`src/rtl/pc_sup_pkg.sv`:
```
package pc_sup_pkg;

    localparam int PC_W  = 32;
    localparam int LIT_W = 16;

    typedef enum logic [2:0] {
        SRC_INC = 3'd0,
        SRC_BR  = 3'd1,
        SRC_JMP = 3'd2,
        SRC_ILL = 3'd3,
        SRC_IRQ = 3'd4
    } pc_src_e;

    typedef struct packed {
        logic              sup;
        logic [PC_W-2:0]   addr;
    } pc_state_t;

endpackage

```
`src/rtl/pc_sup_adders.sv`:
```
module pc_sup_adders #(
    parameter int W     = pc_sup_pkg::PC_W,
    parameter int LIT_W = pc_sup_pkg::LIT_W
) (
    input  logic [W-1:0]     pc,
    input  logic [LIT_W-1:0] lit,
    output logic [W-1:0]     pc_inc,
    output logic [W-1:0]     pc_ofs
);
    localparam int AW  = W - 1;
    localparam int EXT = AW - LIT_W - 2;

    logic [AW-1:0] inc_low;
    logic [AW-1:0] byte_off;

    always_comb begin
        inc_low  = pc[AW-1:0] + AW'(4);
        byte_off = {{EXT{lit[LIT_W-1]}}, lit, 2'b00};
        pc_inc   = {pc[W-1], inc_low};
        pc_ofs   = {pc[W-1], inc_low + byte_off};
    end
endmodule

```
`src/rtl/pc_sup_jump.sv`:
```
module pc_sup_jump #(
    parameter int W = pc_sup_pkg::PC_W
) (
    input  logic         cur_sup,
    input  logic [W-1:0] jt,
    output logic [W-1:0] jmp_pc
);
    always_comb begin
        jmp_pc = {cur_sup & jt[W-1], jt[W-2:2], 2'b00};
    end
endmodule

```
`src/rtl/pc_sup_nextsel.sv`:
```
module pc_sup_nextsel #(
    parameter int             W       = pc_sup_pkg::PC_W,
    parameter logic [W-1:0]   ILL_VEC = 32'h8000_0004,
    parameter logic [W-1:0]   IRQ_VEC = 32'h8000_0008
) (
    input  logic [2:0]   sel,
    input  logic [W-1:0] inc_pc,
    input  logic [W-1:0] br_pc,
    input  logic [W-1:0] jmp_pc,
    output logic [W-1:0] nxt_pc
);
    import pc_sup_pkg::*;

    always_comb begin
        unique case (sel)
            SRC_INC: nxt_pc = inc_pc;
            SRC_BR:  nxt_pc = br_pc;
            SRC_JMP: nxt_pc = jmp_pc;
            SRC_IRQ: nxt_pc = IRQ_VEC;
            default: nxt_pc = ILL_VEC;
        endcase
    end
endmodule

```
`src/rtl/pc_sup_unit.sv`:
```
module pc_sup_unit #(
    parameter logic [31:0] RST_VEC = 32'h8000_0000,
    parameter logic [31:0] ILL_VEC = 32'h8000_0004,
    parameter logic [31:0] IRQ_VEC = 32'h8000_0008
) (
    input  logic        clk,
    input  logic        rst,
    input  logic [2:0]  sel,
    input  logic [31:0] jt,
    input  logic [15:0] lit,
    output logic [31:0] pc,
    output logic [31:0] pc_inc,
    output logic [31:0] pc_ofs
);
    import pc_sup_pkg::*;

    pc_state_t   st_d, st_q;
    logic [31:0] jmp_pc;
    logic [31:0] nxt_pc;

    assign pc = {st_q.sup, st_q.addr};

    pc_sup_adders #(.W(PC_W), .LIT_W(LIT_W)) u_add (
        .pc     (pc),
        .lit    (lit),
        .pc_inc (pc_inc),
        .pc_ofs (pc_ofs)
    );

    pc_sup_jump #(.W(PC_W)) u_jmp (
        .cur_sup (st_q.sup),
        .jt      (jt),
        .jmp_pc  (jmp_pc)
    );

    pc_sup_nextsel #(.W(PC_W), .ILL_VEC(ILL_VEC), .IRQ_VEC(IRQ_VEC)) u_sel (
        .sel    (sel),
        .inc_pc (pc_inc),
        .br_pc  (pc_ofs),
        .jmp_pc (jmp_pc),
        .nxt_pc (nxt_pc)
    );

    always_comb begin
        st_d = st_q;
        if (rst) begin
            st_d = pc_state_t'(RST_VEC);
        end else begin
            st_d = pc_state_t'(nxt_pc);
        end
    end

    always_ff @(posedge clk) begin
        st_q <= st_d;
    end
endmodule

```
`config.mk`:
```
export PLATFORM = sky130hd
export DESIGN_NAME = pc_sup_unit
export DESIGN_NICKNAME = d
export VERILOG_FILES = /design/src/rtl/pc_sup_pkg.sv /design/src/rtl/pc_sup_adders.sv /design/src/rtl/pc_sup_jump.sv /design/src/rtl/pc_sup_nextsel.sv /design/src/rtl/pc_sup_unit.sv
export SDC_FILE = /design/constraint.sdc
export NUM_CORES = 1
export LEC_CHECK = 0
export CELL_PAD_IN_SITES_DETAIL_PLACEMENT = 0
export CELL_PAD_IN_SITES_GLOBAL_PLACEMENT = 2
export CORE_MARGIN = 5
export CORE_UTILIZATION = 27
export DETAILED_ROUTE_END_ITERATION = 8
export PLACE_DENSITY_LB_ADDON = 0.1
export SYNTH_ARGS = -nofsm -noshare
export SYNTH_HDL_FRONTEND = slang
export SYNTH_HIERARCHICAL = 1
export SYNTH_SLANG_ARGS = --single-unit
```
`constraint.sdc`:
```
create_clock -name clk -period 3.9 [get_ports clk]
set_input_delay 0.39 -clock clk [delete_from_list [all_inputs] [get_ports clk]]
set_output_delay 0.39 -clock clk [all_outputs]
set_load 0.005 [all_outputs]
```
==> flow_summary.ini <==
[status]
outcome = complete, no violations

[floorplanning]
io_pins = 149
die_x_um = 143.0
die_area_mm2 = 0.02044
start_util_pct = 27.60
rows = 48
die_h_um = 143.0
coreArea_mm2 = 0.01730

[placed_design]
dpl.hpwl_um = 14630
io_buffers = 146
globalplace.congestion = 0.8857
dp_cells = 1000

[yosys]
ys_ff_latch = 32
netlist_area_mm2 = 0.004775
ys_warn_count = 6
netlist_instances = 578
synth_area_per_cell_um2 = 8.261
synth_ff_type = dfxtp_1
yosysUniqueCellTypes = 63
yosysSeqAreaShare_pct = 13.42
synth_enable_flop_cells = 0
postSynth.asyncResetShare_pct = 0

[worst_setup_path]
max_stage_delay_ns = 0.36
critPathLaunchType = register
r2r_cells = 20
reg2reg_from = pc[3]
r2r_end = pc[26]
critPathArrivalTime_ns = 3.39
required_ns = 3.51
worst-setup-path-type = register to output pin
cp_top_family = simple AND/OR/NAND/NOR gates
cp.buffers_inverters = 2
cp_max_fo = 8
path_cells = nand4_1, nor3_4, nand3_2, buf_4, xnor2_2, ha_4, a21o_1, a21oi_2, o211ai_1, a21oi_2, nand3_2, xor2_2, dlygate4sd2_1
endpoint_kind = output pin
rrSetupSlack_ns = 0.30
slowest_stage = dfxtp_2

[power]
p_clk_share_pct = 24.7
seq_power_share_pct = 21.0
p_sw_share_pct = 35.51
p_int_w = 0.001112
cellPowerDensity_mw_per_mm2 = 216.8
ir_drop_v = 0.0001719
cellLeakagePower_nw = 3.251
combPwrFrac_pct = 54.3
p_sw_w = 0.0006123

[sta]
fin_crit_sh_pct = 96.85
setup_violations = 0
maxSlewViolCount = 0
skew_ns = 0.006661
fmax_ghz = 0.2648
slew_headroom_pct = 26.54
hold_violations = 0
period_minus_slack_ns = 3.777
worst_slew_pin_slew_ns = 1.102

[global_route]
antenna_found_initial = 0
grt_pass1_vias = 5132
track_usage_pct = 17.88
overflow = 0
grt_pass1_wl_um = 28500
grt_max_degree = 50

[job]
drv_cap = 0

[route]
wl_per_cell_um = 18.06
dr_total_vias = 5003
final_antenna_net_count = 0
drc = 0
drt_iter0_markers = 167
routed_wl_um = 18770
firstDrtPassIters = 4
viasPerCell = 4.815

[min_path]
worstHoldPathType = register to register
hp-start = pc[0]
hold_end = pc[0]
worst_hold_path.num_cells = 3

[cts]
root_buffer = clkbuf_16
cts.sinks = 32
clock_latency_ns = 0.29
cts_tree = done
cts.htree.levels = 2
cts-buffers-inserted = 5
cts_hold_buffers = 0
cts_buffer_depth = 2
clk_pin_slew_ns = 0.06

[finish]
nNetsFinal = 898
layoutNonFillerInstCount = 1039
drive_gt1_share_pct = 42.75
diodes = 0
fin_util_pct = 45.99
area_delta_synth_final_pct = 66.61
largest_reg_flops = 32
## layer usage
layer  vias to the layer above  share of wire, %  global-route usage, %
li1                       2481                 -                      -
met1                      2384                47                  24.61
met2                       114                46                  28.51
met3                        24               4.9                  3.282
met4                         0               2.4                  5.303
met5                         -                 0                      0
## worst reg2reg max path, cell delays in order, from the launching register on
cell       delay (ns)
dfxtp_2          0.37
ha_4             0.14
nand3_2          0.10
nor2_4           0.11
buf_12           0.15
buf_4            0.12
nand2_1          0.07
xnor2_2          0.17
ha_4             0.33
nand4_2          0.12
nor3_2           0.21
nand3_2          0.17
a2111oi_4        0.45
nor2_2           0.10
xnor2_2          0.16
buf_4            0.13
buf_4            0.12
buf_4            0.13
nand2b_1         0.08
a211oi_2         0.06
nor2b_1          0.18
## cells in the mapped netlist (13+ instances only)
| master | number | area [um^2] |
|---|---|---|
| ha_1 | 31 | 387.9 |
| xor2_1 | 19 | 166.4 |
| nand3_1 | 22 | 110.1 |
| buf_4 | 41 | 307.8 |
| a211oi_2 | 59 | 738.2 |
| inv_1 | 16 | 60.06 |
| a21oi_1 | 28 | 140.1 |
| xnor2_1 | 30 | 262.8 |
| dfxtp_1 | 32 | 640.6 |
| nand2b_1 | 35 | 219.0 |
| buf_2 | 13 | 65.06 |
| nor2_1 | 30 | 112.6 |
| nand2_1 | 34 | 127.6 |
| nor2b_1 | 50 | 312.8 |
## timing repair
action | in CTS | in global routing
buffers inserted | 24 | 7
endpoints found under the setup margin | 16 | 18
resized for setup | 93 | 58
endpoints found under the hold margin | 0 | 0
pin swaps | 36 | 29
## layout make-up
type	count	area, um^2
Sequential cell	32	651.9
Inverter	16	60.06
Tap cell	225	281.5
Fill cell	1687	9341
Clock inverter	1	7.507
Multi-Input combinational cell	463	4232
Clock buffer	7	142.6
Timing Repair Buffer	295	2580
## power groups by stage
stage / registers, W / clock network, W / logic, W
floorplan: 0.000368 / 0 / 0.000420
global placement: 0.000365 / 0 / 0.000828
detailed placement: 0.000366 / 0 / 0.000829
CTS: 0.000360 / 0.000442 / 0.000897
global route: 0.000364 / 0.000453 / 0.00101
finish: 0.000362 / 0.000426 / 0.000937
## stage by stage
| stage | setup TNS (ns) | setup WS [ns] | hold WS [ns] | power (W) | instance area, um^2 |
|---|---|---|---|---|---|
| 6_report | 0 | 0.1229 | 0.6553 | 0.001724 | 7955 |
| 5_1_grt | -0.08587 | -0.04269 | 0.7023 | 0.001826 | 7955 |
| 3_5_place_dp | -0.9839 | -0.2564 | 0.6559 | 0.001194 | 6869 |
| 4_1_cts | -0.09325 | -0.09325 | 0.6653 | 0.001699 | 7592 |
| 3_3_place_gp | -1.314 | -0.3184 | 0.6314 | 0.001194 | 6869 |
| 2_1_floorplan | 0 | 0.5760 | 0.4616 | 0.0007884 | 4778 |
## kinds of logic after synthesis
kind of cell,share of synthesized area (%)
multiplexers,0.2097
other,0.07854
AND/OR/NAND/NOR,27.25
buffers and inverters,12.58
flip-flops,13.42
AO/OA/AOI/OAI,28.46
adder cells (fa/ha/maj),8.543
XOR/XNOR,9.460
## placed cells by master, fill, tap and decap left out, drive strengths merged, types with 3 or more instances in the layout
master,count
dfxtp,32
clkbuf,8
nor2b,60
and4,3
buf,153
o21bai,3
dlygate4sd2,8
xor2,19
a21o,8
ha,31
a211oi,64
and3,9
nand2,34
o21a,4
xnor2,30
inv,16
a31oi,3
and2,3
a21oi,30
nand4,13
nand3,23
o211ai,6
nor2,31
nor3,7
o21ai,20
clkdlybuf4s50,131
nand2b,35
## worst max path at each step
stage | startpoint | endpoint | slack, ns | cells after the start
after floorplan | pc[2] | pc[27] | 0.58 | 15
after global placement | pc[15] | pc_ofs[29] | -0.32 | 13
after detailed placement | pc[15] | pc_ofs[29] | -0.26 | 13
after CTS | pc[2] | pc_ofs[28] | -0.09 | 16
after global routing | pc[15] | pc_ofs[30] | -0.04 | 14
final | pc[15] | pc_ofs[29] | 0.12 | 13
Note: power is estimated with default switching activity, not from simulation.
